## src/rtl/ilv_pkg.sv

```systemverilog
package ilv_pkg;

   typedef enum logic {
      PRIO_LO = 1'b0,
      PRIO_HI = 1'b1
   } prio_e;

   function automatic int min_int(input int a, input int b);
      return (a < b) ? a : b;
   endfunction

endpackage

```

## src/rtl/ilv_fifo.sv

```systemverilog
module ilv_fifo #(
   parameter int W     = 8,
   parameter int DEPTH = 4
) (
   input  logic         clk,
   input  logic         rst_n,
   input  logic         push,
   input  logic [W-1:0] din,
   output logic         full,
   input  logic         pop,
   output logic         valid,
   output logic [W-1:0] dout
);
   localparam int PTRW = (DEPTH > 1) ? $clog2(DEPTH) : 1;
   localparam int CNTW = $clog2(DEPTH + 1);

   logic [W-1:0]    mem [DEPTH];
   logic [PTRW-1:0] wp, rp;
   logic [CNTW-1:0] cnt;
   logic            do_pop;

   assign valid  = (cnt != '0);
   assign full   = (cnt == CNTW'(DEPTH));
   assign dout   = mem[rp];
   assign do_pop = pop && valid;

   always_ff @(posedge clk) begin
      if (push) mem[wp] <= din;
   end

   always_ff @(posedge clk) begin
      if (!rst_n) begin
         wp  <= '0;
         rp  <= '0;
         cnt <= '0;
      end else begin
         if (push) wp <= (wp == PTRW'(DEPTH - 1)) ? '0 : wp + 1'b1;
         if (do_pop) rp <= (rp == PTRW'(DEPTH - 1)) ? '0 : rp + 1'b1;
         case ({push, do_pop})
            2'b10:   cnt <= cnt + 1'b1;
            2'b01:   cnt <= cnt - 1'b1;
            default: cnt <= cnt;
         endcase
      end
   end

   AST_NO_OVERFLOW: assert property (@(posedge clk) disable iff (!rst_n)
      push |-> (cnt != CNTW'(DEPTH)));

endmodule

```

## src/rtl/ilv_credit.sv

```systemverilog
module ilv_credit #(
   parameter int DEPTH = 24,
   parameter int TW    = 3,
   localparam int CW   = $clog2(DEPTH + 1)
) (
   input  logic          clk,
   input  logic          rst_n,
   input  logic [TW-1:0] take,
   input  logic          ret,
   output logic [CW-1:0] avail,
   output logic          all_free
);
   logic [CW-1:0] cnt;

   assign avail    = cnt;
   assign all_free = (cnt == CW'(DEPTH));

   always_ff @(posedge clk) begin
      if (!rst_n) cnt <= CW'(DEPTH);
      else        cnt <= cnt - CW'(take) + CW'(ret);
   end

   AST_CREDIT_BOUND: assert property (@(posedge clk) disable iff (!rst_n)
      cnt <= CW'(DEPTH));
   AST_TAKE_COVERED: assert property (@(posedge clk) disable iff (!rst_n)
      (take != '0) |-> (CW'(take) <= cnt));

endmodule

```

## src/rtl/ilv_cutter.sv

```systemverilog
module ilv_cutter #(
   parameter int BLK  = 4,
   parameter int NCH  = 4,
   parameter int RW   = 6,
   localparam int OFFW = $clog2(BLK),
   localparam int CHW  = (NCH > 1) ? $clog2(NCH) : 1,
   localparam int PBW  = $clog2(BLK + 1),
   localparam int SELW = OFFW + CHW
) (
   input  logic [SELW-1:0] addr_lo,
   input  logic [RW-1:0]   rem,
   output logic [PBW-1:0]  piece,
   output logic [CHW-1:0]  chan,
   output logic            last
);
   logic [PBW-1:0] room;

   assign room  = PBW'(BLK) - PBW'(addr_lo[OFFW-1:0]);
   assign piece = (rem < RW'(room)) ? PBW'(rem) : room;
   assign last  = (rem == RW'(piece));

   generate
      if (NCH > 1) begin : g_multi
         assign chan = addr_lo[OFFW +: CHW];
      end else begin : g_single
         assign chan = 1'b0;
      end
   endgenerate

endmodule

```

## src/rtl/ilv_splitter.sv

```systemverilog
module ilv_splitter
   import ilv_pkg::*;
#(
   parameter int AW     = 16,
   parameter int LW     = 5,
   parameter int SRCW   = 3,
   parameter int BLK    = 4,
   parameter int NCH    = 4,
   parameter int SEQW   = 8,
   parameter int DEPTH  = 24,
   parameter int QDEPTH = 4,
   parameter logic [2**SRCW-1:0] HI_MASK = 'h0F,
   localparam int OFFW = $clog2(BLK),
   localparam int CHW  = (NCH > 1) ? $clog2(NCH) : 1,
   localparam int PW   = 1 + SEQW + CHW + OFFW + AW
) (
   input  logic            clk,
   input  logic            rst_n,
   input  logic            req_valid,
   output logic            req_ready,
   input  logic [AW-1:0]   req_addr,
   input  logic [LW-1:0]   req_len,
   input  logic [SRCW-1:0] req_src,
   input  logic            req_wr,
   input  logic            cred_ret,
   output logic            hi_valid,
   input  logic            hi_ready,
   output logic [PW-1:0]   hi_pkt,
   output logic            lo_valid,
   input  logic            lo_ready,
   output logic [PW-1:0]   lo_pkt
);
   localparam int PBW  = $clog2(BLK + 1);
   localparam int RW   = LW + 1;
   localparam int CW   = $clog2(DEPTH + 1);
   localparam int SELW = OFFW + CHW;

   generate
      if (BLK < 2 || (BLK & (BLK - 1)) != 0) begin : g_bad_blk
         $error("block size must be a power of two of at least 2");
      end
      if (NCH < 1 || (NCH & (NCH - 1)) != 0) begin : g_bad_nch
         $error("channel count must be a power of two");
      end
      if (BLK > DEPTH) begin : g_bad_depth
         $error("reorder depth must hold at least one block");
      end
      if (AW < SELW) begin : g_bad_aw
         $error("address too narrow for block and channel fields");
      end
   endgenerate

   logic            busy_q, ovs_q, wr_q;
   prio_e           prio_q;
   logic [AW-1:0]   addr_q;
   logic [RW-1:0]   rem_q;
   logic [SEQW-1:0] seq_q;

   logic [PBW-1:0]  piece;
   logic [CHW-1:0]  chan;
   logic            last;
   logic [CW-1:0]   avail;
   logic            all_free;
   logic            credit_ok, issue, accept, sel_full;
   logic [RW-1:0]   beats_in;
   logic [PW-1:0]   pkt;
   logic [PBW-1:0]  take;
   logic [1:0]      q_full, q_valid, q_pop;
   logic [PW-1:0]   q_dout [2];

   ilv_cutter #(.BLK(BLK), .NCH(NCH), .RW(RW)) u_cut (
      .addr_lo (addr_q[SELW-1:0]),
      .rem     (rem_q),
      .piece   (piece),
      .chan    (chan),
      .last    (last)
   );

   ilv_credit #(.DEPTH(DEPTH), .TW(PBW)) u_cred (
      .clk      (clk),
      .rst_n    (rst_n),
      .take     (take),
      .ret      (cred_ret),
      .avail    (avail),
      .all_free (all_free)
   );

   assign req_ready = !busy_q;
   assign accept    = req_valid && req_ready;
   assign beats_in  = RW'(req_len) + 1'b1;
   assign sel_full  = q_full[prio_q];
   assign credit_ok = ovs_q ? all_free : (avail >= CW'(piece));
   assign issue     = busy_q && !sel_full && credit_ok;
   assign take      = issue ? piece : '0;
   assign pkt       = {wr_q, seq_q, chan, OFFW'(piece - 1'b1), addr_q};

   always_ff @(posedge clk) begin
      if (!rst_n) begin
         busy_q <= 1'b0;
         ovs_q  <= 1'b0;
         wr_q   <= 1'b0;
         prio_q <= PRIO_LO;
         addr_q <= '0;
         rem_q  <= '0;
         seq_q  <= '0;
      end else if (accept) begin
         busy_q <= 1'b1;
         ovs_q  <= (int'(beats_in) > DEPTH);
         wr_q   <= req_wr;
         prio_q <= HI_MASK[req_src] ? PRIO_HI : PRIO_LO;
         addr_q <= req_addr;
         rem_q  <= beats_in;
      end else if (issue) begin
         ovs_q  <= 1'b0;
         addr_q <= addr_q + AW'(piece);
         rem_q  <= rem_q - RW'(piece);
         seq_q  <= seq_q + 1'b1;
         if (last) busy_q <= 1'b0;
      end
   end

   assign q_pop = {hi_ready, lo_ready};

   for (genvar g = 0; g < 2; g++) begin : g_q
      ilv_fifo #(.W(PW), .DEPTH(QDEPTH)) u_q (
         .clk   (clk),
         .rst_n (rst_n),
         .push  (issue && (prio_q == prio_e'(g))),
         .din   (pkt),
         .full  (q_full[g]),
         .pop   (q_pop[g]),
         .valid (q_valid[g]),
         .dout  (q_dout[g])
      );
   end

   assign hi_valid = q_valid[PRIO_HI];
   assign hi_pkt   = q_dout[PRIO_HI];
   assign lo_valid = q_valid[PRIO_LO];
   assign lo_pkt   = q_dout[PRIO_LO];

   AST_PIECE_IN_BLOCK: assert property (@(posedge clk) disable iff (!rst_n)
      issue |-> (piece != '0) &&
                (int'(addr_q[OFFW-1:0]) + int'(piece) <= BLK));
   AST_LAST_FREES: assert property (@(posedge clk) disable iff (!rst_n)
      (issue && last) |=> req_ready);
   AST_BUSY_HOLDS: assert property (@(posedge clk) disable iff (!rst_n)
      (busy_q && !issue) |=> ($stable(addr_q) && $stable(seq_q)));
   AST_OVS_ALL_FREE: assert property (@(posedge clk) disable iff (!rst_n)
      (issue && ovs_q) |-> (avail == CW'(DEPTH)));

endmodule

```

## config.mk

```make
export PLATFORM = sky130hd
export DESIGN_NAME = ilv_splitter
export DESIGN_NICKNAME = d
export VERILOG_FILES = /design/src/rtl/ilv_pkg.sv /design/src/rtl/ilv_fifo.sv /design/src/rtl/ilv_credit.sv /design/src/rtl/ilv_cutter.sv /design/src/rtl/ilv_splitter.sv
export SDC_FILE = /design/constraint.sdc
export NUM_CORES = 1
export LEC_CHECK = 0
export ABC_AREA = 1
export ABC_CLOCK_PERIOD_IN_PS = 7500
export BUFFER_PORTS_ARGS = -buffer_cell sky130_fd_sc_hd__buf_2
export CAP_MARGIN = 20
export CORE_MARGIN = 2
export CORE_UTILIZATION = 60
export DETAILED_ROUTE_END_ITERATION = 7
export PLACE_DENSITY = 0.77
export SYNTH_ARGS = -nofsm -noshare
export SYNTH_HDL_FRONTEND = slang
export SYNTH_SLANG_ARGS = --single-unit
```

## constraint.sdc

```tcl
create_clock -name clk -period 7.5 [get_ports clk]
set_input_delay 0.375 -clock clk [delete_from_list [all_inputs] [get_ports clk]]
set_output_delay 0.375 -clock clk [all_outputs]
set_load 0.005 [all_outputs]
```

==> results of run 1 <==
-- synth_stat cells --
cell type and instances:
a21boi_2 1, nor4_1 1, ha_1 32, nor2_2 1, nand3_2 5, dfxtp_1 57, inv_2 1, a21o_1 3
nand3_1 39, clkbuf_1 40, a21oi_1 40, xor2_1 4, o22ai_1 54, buf_1 1, inv_1 87, edfxtp_1 216
or2_4 1, or2_2 1, fa_1 3, xnor2_1 4, a31oi_1 1, o211a_1 2, nor3_1 8, clkinv_1 3
nand3b_1 4, nand4_1 11, a21boi_0 1, nand2_2 12, buf_8 1, nor3b_1 1, nand2_1 145, o21ai_0 144
nand2_4 3, buf_6 1, nor2_1 170, a21oi_2 3, nor2_8 1, buf_4 6, inv_4 1, o21a_1 3
buf_2 2, o21ai_1 1
-- kinds of logic (layout without fill, tap and decap cells) --
family,count (synthesis),after routing,synth area share [%]
AO/OA/AOI/OAI,253,253,11.64
XOR/XNOR,8,8,0.5912
adder cells (fa/ha/maj),35,35,3.885
buffers and inverters,143,243,4.920
flip-flops,273,273,64.36
AND/OR/NAND/NOR,403,403,14.60
-- per-layer routing --
metal  vias to the layer above  track usage (%)
met5                         -                0
met4                         0            5.519
met3                        30            2.881
met2                       280            41.66
met1                      3980            33.55
li1                       4047                -
-- registers in the layout, indices dropped and copies added, names as in the netlist, named ones only --
| register | count |
|---|---|
| addr_q | 16 |
| busy_q | 1 |
| g_q.u_q.cnt | 6 |
| g_q.u_q.mem | 216 |
| g_q.u_q.rp | 4 |
| g_q.u_q.wp | 4 |
| ovs_q | 1 |
| prio_q | 1 |
| rem_q | 6 |
| seq_q | 8 |
| u_cred.avail | 5 |
| wr_q | 1 |
-- area by class of cell --
cell class | count | area [um^2] | area share (%)
clock buffer | 33 | 728.2 | 5.435
inverter | 92 | 347.8 | 2.596
multi-input combinational | 699 | 3661 | 27.32
timing repair buffer | 102 | 543.0 | 4.053
tap | 265 | 331.6 | 2.475
sequential | 273 | 7629 | 56.93
clock inverter | 16 | 158.9 | 1.186
-- through the flow --
| stage | cells | total power [mW] | worst slack, ns | hold slack [ns] |
|---|---|---|---|---|
| after floorplan | 1115 | 2.552 | 3.394 | 0.4505 |
| after global placement | 1431 | 2.868 | 2.548 | 0.4594 |
| after detailed placement | 1431 | 2.905 | 2.501 | 0.4691 |
| after CTS | 1480 | 4.226 | 2.468 | 0.01253 |
| after global routing | 1480 | 4.438 | 2.039 | 0.03880 |
| final | 1480 | 4.206 | 2.526 | 0.02298 |
-- placed cells by master, fill, tap and decap left out, types with 2 or more instances in the layout --
cell type and n:
o22ai_1 54, nand3b_1 4, o21a_1 3, nand3_1 39, clkinv_2 6, fa_1 3, nand2_1 145, clkbuf_1 3
nand3_2 5, nor3_1 8, clkinv_1 7, nand2_4 3, buf_4 13, o211a_1 2, o21ai_0 144, clkbuf_8 3
ha_1 32, nor2_1 162, a21o_1 3, clkbuf_16 27, buf_2 89, xor2_1 4, bufinv_16 3, nand2_2 12
xnor2_1 4, dfxtp_1 56, inv_1 87, a21oi_1 40, clkinvlp_4 2, nand4_1 11, edfxtp_1 216, a21oi_2 3
nor2_2 9
-- worst max-delay path by stage --
stage                     slack, ns                   start                              end  cells after the start
after floorplan                3.39  addr_q[0]$_SDFFE_PN0P_   g_q[1].u_q.mem[0][0]$_DFFE_PP_                     17
after global placement         2.55  addr_q[0]$_SDFFE_PN0P_   g_q[0].u_q.mem[0][9]$_DFFE_PP_                     17
after detailed placement       2.50  addr_q[0]$_SDFFE_PN0P_   g_q[0].u_q.mem[0][9]$_DFFE_PP_                     17
after CTS                      2.47  addr_q[0]$_SDFFE_PN0P_   g_q[0].u_q.mem[0][4]$_DFFE_PP_                     17
after global routing           2.04  addr_q[1]$_SDFFE_PN0P_  g_q[0].u_q.mem[0][10]$_DFFE_PP_                     17
final                          2.53  addr_q[0]$_SDFFE_PN0P_   g_q[0].u_q.mem[0][8]$_DFFE_PP_                     17
-- power groups by stage --
stage / Sequential (mW) / Combinational, mW / Clock (mW)
final: 1.84 / 1.03 / 1.33
after global placement: 1.87 / 0.998 / 0
after floorplan: 1.82 / 0.727 / 0
after detailed placement: 1.88 / 1.03 / 0
after global routing: 1.86 / 1.17 / 1.41
after CTS: 1.84 / 1.04 / 1.34
==> impl_metrics.ini, run 1 <==
[timing]
clock.fmax_ghz = 0.2011
slew_violations = 0
setup_viol = 0
rsz0062_at_grt = no
fin_crit_ns = 4.974
period_share_pct = 66.32
relSlewSlack_pct = 27.55
skew_ns = 0.01286
final-hold-violation-count = 0
worstMarginPinSlew_ns = 1.080
tns_ns = 0

[clocking]
clockRootBuffer = clkbuf_16
clkSinkCount = 273
clock_path_buffers = 3
htree_levels = 1
cts.repair.resized = 0
post-cts-setup-buffers = 0
hold_buffers = 0
cts_buffers = 27
clock_latency_ns = 0.52
cts_tree = yes
clk_pin_slew_ns = 0.06

[run_status]
run_status = completed

[global_route]
antenna_found_initial = 0
grt_use_total_pct = 24.26
overflow = 0
grt_max_degree = 56
grt_pass1_vias = 7800
grt_pass1_wl_um = 39410

[hold_path]
whs_path_depth = 2
hold_start = req_src[2]
min_path_type = input port to flip-flop
holdPathEnd = prio_q$_SDFFE_PN0P_

[final_layout]
fin_area_mm2 = 0.01340
antenna_cells = 0
final_util_pct = 69.07
fill_cells = 1428
fin_nets = 1261
drive_above_1_share_pct = 15.06
area_delta_synth_final_pct = 13.06

[logic_synthesis]
synth_warnings = 0
syn-cell-area_mm2 = 0.01185
synth-seq-cells = 273
syn-mean-instance-area_um2 = 10.63
syn_inst = 1115
yosys.area.top_type = edfxtp_1
ys_seq_area_share_pct = 64.36
synth_top_area_share_pct = 54.73
yosys-top-cells-area = edfxtp_1 (55%), dfxtp_1 (9.6%), o21ai_0 (6.1%)
synth_nets = 1181
yosysUniqueCellTypes = 42

[critical_path]
timing.rr.end = g_q[0].u_q.mem[0][8]$_DFFE_PP_
cp-end-kind = flip-flop
max_stage_delay_ns = 0.81
crit_buf_inv = 4
cp.arrival_ns = 5.17
path_cells = inv_1 -> ha_1 -> inv_1 -> ha_1 -> inv_1 -> a21oi_1 -> nand2_2 -> nand2_4 -> o21ai_0 -> ha_1 -> nand3_1 -> nor2_1 -> nor2_2 -> a21boi_2 -> nand2_2 -> nor2_2 -> buf_4
crit_type = flip-flop to flip-flop
ff2ff_path_depth = 17
r2r_slack_ns = 2.53
r2r_start = addr_q[0]$_SDFFE_PN0P_
critical_path.top_delay_family = compound AO/OA/AOI/OAI gates
worst_setup_path_start_kind = flip-flop
slowest_stage = a21boi_2
required_ns = 7.69
crit_fanout = 20

[die]
core_area_mm2 = 0.01940
die_x_um = 144.5
die-area_mm2 = 0.02089
rows = 51
initial_core_util_pct = 61.09
ioPinCount = 92
die_y_um = 144.5

[placement]
dp_hpwl_um = 15630
io_buffers = 89
place_congestion = 0.8459
post_dp_cell_area_mm2 = 0.01251

[routing]
top_layer_used = met4
met3_wirelength_um = 1448
vias_per_cell = 5.633
vias = 8337
met1_length_um = 10970
routed-wl-met2_um = 12380
wl_per_cell_um = 17.00
antenna_left = 0
drc = 0
wirelength_um = 25160
first_pass_iters = 5
drt_iter0_drc = 653

[power_and_ir_drop]
combPwrFrac_pct = 24.5
p_clk_share_pct = 31.6
powerDensity_mw_per_mm2 = 313.9
peakVddDrop_mv = 0.1918
p_sw_share_pct = 30.77
seqPwrFrac_pct = 43.9
p_leak_nw = 5.125
internal_power_mw = 2.912
switching_power_mw = 1.294

[flow_run]
maxCapViolations = 0
No activity file was read; power rests on OpenSTA's default activity.
==> run 2, diff against run 1 <==
- ABC_AREA: 1 -> 0
- ABC_CLOCK_PERIOD_IN_PS: 7500 -> 5130
- clock period: 7.5 -> 5.13 ns (I/O delays scaled with it)
==> run 2 against run 1 <==
Against the previous run: first-iteration DRC count shrank 27%; critical path depth is 7 higher; via count is 17% lower; wire length fell by 4.2%; clock skew up 0.0042 ns; global-route usage increased by 0.21 points; clock power rose by 41%; register-to-register slack got worse by 2.2 ns; setup slack worse by 2.2 ns; critical path type unchanged; largest cell class unchanged; largest power group unchanged.
==> impl_metrics.ini, run 2 <==
[routing]
drc = 0
vias_per_cell = 6.236
antenna_left = 0
drt_iter0_drc = 476
vias = 6884
wl_per_cell_um = 21.84
wirelength_um = 24110
first_pass_iters = 5

[hold_path]
min_path_type = input port to flip-flop
hold_start = req_addr[12]

[clocking]
cts_tree = yes
clock_latency_ns = 0.53
clkSinkCount = 273
clock_path_buffers = 3
cts_buffers = 26
clockRootBuffer = clkbuf_16
post-cts-setup-buffers = 0
clk_pin_slew_ns = 0.06
htree_levels = 1

[critical_path]
cp.arrival_ns = 5.23
crit_type = flip-flop to flip-flop
crit_start = addr_q[0]$_SDFFE_PN0P_
cp-end-kind = flip-flop
worst_setup_path_start_kind = flip-flop
required_ns = 5.52
crit_fanout = 21
r2r_start = addr_q[0]$_SDFFE_PN0P_

[final_layout]
drive_above_1_share_pct = 26.09
fin_nets = 916
area_delta_synth_final_pct = 14.84
fill_cells = 1237
largest_reg_flops = 216
final_cell_mix = edfxtp_1 (216), buf_2 (89), dfxtp_1 (55)
largest_register = g_q.u_q.mem
antenna_cells = 0
final_common_cell = edfxtp_1
layout.cells.non_filler = 1104
final_util_pct = 70.27
reg_top3 = g_q.u_q.mem: 216 flops, addr_q: 16 flops, seq_q: 8 flops

[timing]
relSlewSlack_pct = 36.40
slew_violations = 0
clock.fmax_ghz = 0.2065
worstMarginPinSlew_ns = 0.9516
tns_ns = 0
final-hold-violation-count = 0
setup_viol = 0
period_share_pct = 94.40
fin_crit_ns = 4.843
skew_ns = 0.01705
rsz0062_at_grt = no

[flow_run]
maxCapViolations = 0

[global_route]
grt_use_total_pct = 24.47
grt_max_degree = 31
overflow = 0
grt_pass1_vias = 6930
grt_pass1_wl_um = 37920
antenna_found_initial = 0

[placement]
place_congestion = 0.8648
dp_hpwl_um = 15070
dp_cells = 1052
io_buffers = 89

[logic_synthesis]
async_reset_ff_share_pct = 0
ys_dominant_reg_cell = edfxtp_1
syn-mean-instance-area_um2 = 15.43
syn_inst = 744
yosysMostFrequentCell = edfxtp_1
synth_nets = 810
synth_top_area_share_pct = 56.48
yosysUniqueCellTypes = 60
synth-seq-cells = 273
yosys-top-cells-area = edfxtp_1 (56%), mux4_2 (11%), dfxtp_1 (9.9%)
yosys.area.top_type = edfxtp_1
synth_common_cells = edfxtp_1 (216), dfxtp_1 (57), mux4_2 (54), nand2_1 (54), inv_1 (34)
syn-cell-area_mm2 = 0.01148
synth_edf_count = 216
synth_warnings = 0
ys_seq_area_share_pct = 66.42

[power_and_ir_drop]
p_leak_nw = 4.702
internal_power_mw = 4.338
seqPwrFrac_pct = 45.2
switching_power_mw = 1.695
powerDensity_mw_per_mm2 = 457.4
peakVddDrop_mv = 0.2327
p_clk_share_pct = 31.1
p_sw_share_pct = 28.09
combPwrFrac_pct = 23.7

[die]
die-area_mm2 = 0.02026
die_y_um = 142.3
die_x_um = 142.3
rows = 50
core_area_mm2 = 0.01877
ioPinCount = 92
initial_core_util_pct = 61.19

[run_status]
run_status = completed
-- run 2: timing repair --
action	4_1_cts	5_1_grt
endpoints found under the setup margin	0	2
hold endpoints to repair	1	0
hold buffers	1	0
gates resized for setup	0	6
-- run 2: kinds of logic after synthesis --
kind of cell	synth area share, %
AO/OA/AOI/OAI	6.538
flip-flops	66.42
buffers and inverters	2.528
AND/OR/NAND/NOR	7.921
multiplexers	10.76
adder cells (fa/ha/maj)	4.380
XOR/XNOR	1.449
-- run 2: layout make-up --
type                    count  area [um^2]  share of cell area [%]
flip-flops and latches    273         7630                   57.86
inverters                  34        127.6                  0.9677
well taps                 234        292.8                   2.220
clock buffers              33        719.4                   5.455
repair buffers            114        675.6                   5.123
clock inverters            15        131.4                  0.9962
multi-input cells         401         3611                   27.38
-- run 2: critical path, cell delays in order (launching register included) --
cell	delay (ns)
dfxtp_1	0.31
inv_1	0.11
ha_4	0.19
inv_1	0.10
ha_1	0.20
or4_4	0.46
a21oi_2	0.19
and2_2	0.22
nor2_1	0.06
a21oi_2	0.11
inv_1	0.10
ha_1	0.29
nand2_1	0.08
o31ai_4	0.24
a21oi_1	0.14
o211a_1	0.30
nor2_4	0.17
buf_8	0.19
nand2_1	0.08
ha_1	0.28
ha_1	0.35
a21o_1	0.18
a21oi_1	0.17
xnor2_1	0.13
nand2_1	0.06
-- run 2: path summary, 6_finish.rpt --
| kind | cells after the start | end | slack, ns |
|---|---|---|---|
| worst max-delay path | 24 | u_cred.avail[4]$_SDFF_PN1_ | 0.29 |
| worst min-delay path | 3 | addr_q[12]$_SDFFE_PN0P_ | 0.03 |
| worst max register to register | 24 | u_cred.avail[4]$_SDFF_PN1_ | 0.29 |
| worst min register to register | 2 | g_q[0].u_q.rp[1]$_SDFFE_PN0P_ | 0.49 |
-- run 2: metrics by stage --
step	cell area [um^2]	hold WS, ns	worst slack (ns)	power, mW
after CTS	13100	0.01120	0.1656	6.021
final	13190	0.03373	0.2874	6.032
after detailed placement	12240	0.4451	0.2025	4.156
after global placement	12240	0.4421	0.3499	4.083
after global routing	13190	0.02680	0.01543	6.311
after floorplan	11510	0.3524	0.01012	3.707
-- run 2: power groups by stage --
stage / registers, mW / clock network (mW) / logic (mW)
finish: 2.73 / 1.88 / 1.43
global placement: 2.80 / 0 / 1.28
detailed placement: 2.83 / 0 / 1.33
floorplan: 2.69 / 0 / 1.01
CTS: 2.78 / 1.90 / 1.34
global route: 2.75 / 1.99 / 1.57
-- run 2: metal layers --
metal  track usage, %  part of all wire (%)
met1            33.80                    40
met2            41.22                    50
met3            3.668                   7.8
met4            6.983                   2.1
met5                0                     0
==> run 3, diff against run 2 <==
- ABC_CLOCK_PERIOD_IN_PS: 5130 -> 4250
- CORE_UTILIZATION: 60 -> 54
- PLACE_DENSITY: 0.77 -> 0.73
- clock period: 5.13 -> 4.25 ns (I/O delays scaled with it)
==> run 3 against run 2 <==
Against the previous run: sequential cell count unchanged; clock power is 33% higher; the run now ends with negative setup slack left; clock skew is 0.00075 ns higher; register-to-register slack worse by 0.30 ns; non-clock buffer count increased by 22; via count increased by 0.99%.
==> impl_metrics.ini, run 3 (synthesis gave the netlist of run 2 again) <==
[placement]
io_buffers = 89
dp_hpwl_um = 15710
place_congestion = 0.9368

[final_layout]
antenna_cells = 0
fill_cells = 1492
final_common_cell = edfxtp_1
area_delta_synth_final_pct = 20.18
final_util_pct = 65.86
fin_nets = 939
largest_register = g_q.u_q.mem
largest_reg_flops = 216
drive_above_1_share_pct = 32.55
final_cell_mix = edfxtp_1 (216), buf_2 (89), mux4_2 (54)
reg_top3 = g_q.u_q.mem: 216 flops, addr_q: 16 flops, seq_q: 8 flops

[timing]
skew_ns = 0.01781
setup_viol = 1
final-hold-violation-count = 0
period_share_pct = 100.2
slew_violations = 0
final.setup.worst_slack_ns = -0.009498
fin_crit_ns = 4.259
rsz0062_at_grt = yes
relSlewSlack_pct = 28.67
worstMarginPinSlew_ns = 1.069
clock.fmax_ghz = 0.2348
tns_ns = -0.009498

[clocking]
clockRootBuffer = clkbuf_16
cts_tree = yes
cts_buffers = 27
clock_latency_ns = 0.53
clk_pin_slew_ns = 0.07
clkSinkCount = 273
htree_levels = 1
clock_path_buffers = 3

[routing]
wirelength_um = 25300
antenna_left = 0
wl_per_cell_um = 21.64
vias = 6952
vias_per_cell = 5.947
first_pass_iters = 5
drc = 0
drt_iter0_drc = 567

[global_route]
antenna_found_initial = 0
grt_pass1_wl_um = 39380
overflow = 0
grt_max_degree = 33
grt_use_total_pct = 22.96
grt_pass1_vias = 7100

[run_status]
run_status = finished, violations left
violations = negative setup slack

[die]
ioPinCount = 92
die_x_um = 149.8
rows = 53
core_area_mm2 = 0.02096
initial_core_util_pct = 54.80
die-area_mm2 = 0.02245
die_y_um = 149.8

[flow_run]
maxCapViolations = 0

[critical_path]
cp-end-kind = flip-flop
worst_setup_path_start_kind = flip-flop
required_ns = 4.65
cp.arrival_ns = 4.66
crit_type = flip-flop to flip-flop
r2r_slack_ns = -0.009
crit_fanout = 4

[power_and_ir_drop]
p_clk_share_pct = 31.9
p_sw_share_pct = 28.14
combPwrFrac_pct = 26.1
switching_power_mw = 2.204
powerDensity_mw_per_mm2 = 567.4
seqPwrFrac_pct = 42.0
internal_power_mw = 5.627
peakVddDrop_mv = 0.3647
p_leak_nw = 4.877

[hold_path]
min_path_type = input port to flip-flop
## run 3: changes by cell type in the layout (fill, tap and decap cells not counted), sizes merged
cell / delta
buf: +20
bufinv: +3
clkinv: -2
dlygate4sd3: +2
inv: +1
## run 3: final cells by class
| type | count | area, um^2 | share of cell area, % |
|---|---|---|---|
| Clock buffer | 33 | 718.2 | 5.204 |
| Sequential cell | 273 | 7637 | 55.34 |
| Clock inverter | 17 | 217.7 | 1.578 |
| Timing Repair Buffer | 136 | 917.1 | 6.646 |
| Tap cell | 275 | 344.1 | 2.493 |
| Multi-Input combinational cell | 401 | 3831 | 27.76 |
| Inverter | 34 | 135.1 | 0.9792 |
## run 3: worst paths after layout
path	from	end	cells after the start
hold / removal	req_addr[4]	addr_q[4]$_SDFFE_PN0P_	4
setup / recovery	addr_q[1]$_SDFFE_PN0P_	u_cred.avail[4]$_SDFF_PN1_	23
setup reg to reg	addr_q[1]$_SDFFE_PN0P_	u_cred.avail[4]$_SDFF_PN1_	23
hold reg to reg	g_q[0].u_q.rp[1]$_SDFFE_PN0P_	g_q[0].u_q.rp[1]$_SDFFE_PN0P_	2
## run 3: power by group through the flow
| stage | Combinational, mW | Clock (mW) | Sequential, mW |
|---|---|---|---|
| CTS | 1.85 | 2.52 | 3.36 |
| floorplan | 1.37 | 0 | 3.26 |
| finish | 2.04 | 2.50 | 3.29 |
| global route | 2.23 | 2.62 | 3.32 |
| detailed placement | 1.80 | 0 | 3.42 |
| global placement | 1.74 | 0 | 3.39 |
## run 3: critical path, stage by stage (launching register included)
cell,delay [ns]
dfxtp_4,0.35
inv_4,0.06
ha_4,0.14
inv_4,0.04
ha_4,0.15
or4_4,0.45
a21oi_4,0.15
and2_4,0.19
nor2_4,0.04
a21oi_4,0.12
inv_2,0.07
ha_4,0.27
nand2_4,0.05
o31ai_4,0.25
a311oi_2,0.17
a21o_1,0.25
nor2_4,0.16
nand2_4,0.07
ha_4,0.24
fa_2,0.39
a21o_1,0.18
a21oi_2,0.14
xnor2_1,0.13
nand2_1,0.06
## run 3: per-layer routing
metal,vias up,wire (um),global-route usage (%),part of all wire [%]
li1,3126,-,-,-
met2,276,12730,39.09,50
met4,0,403,5.330,1.6
met1,3518,10370,31.66,41
met3,32,1795,3.323,7.1
met5,-,0,0,0
## run 3: per-stage QoR
stage	hold WS, ns	instance area (um^2)	power [mW]	std cells	setup slack (ns)
finish	0.004969	13800	7.831	1169	-0.009498
detailed placement	0.3946	12620	5.220	1102	-0.1562
CTS	0.003782	13620	7.731	1159	0.01337
global route	0.01029	13800	8.171	1169	-0.2015
floorplan	0.3089	11720	4.626	744	-0.5232
global placement	0.3945	12620	5.134	1102	-0.02889
## run 3: repair_timing
action                                  4_1_cts  5_1_grt
endpoints found under the setup margin        5        8
endpoints found under the hold margin         3        0
gates cloned                                  0        0
resized for setup                             1       17
pin swaps                                    10       16
setup buffers                                 4        8
hold buffers                                  3        0
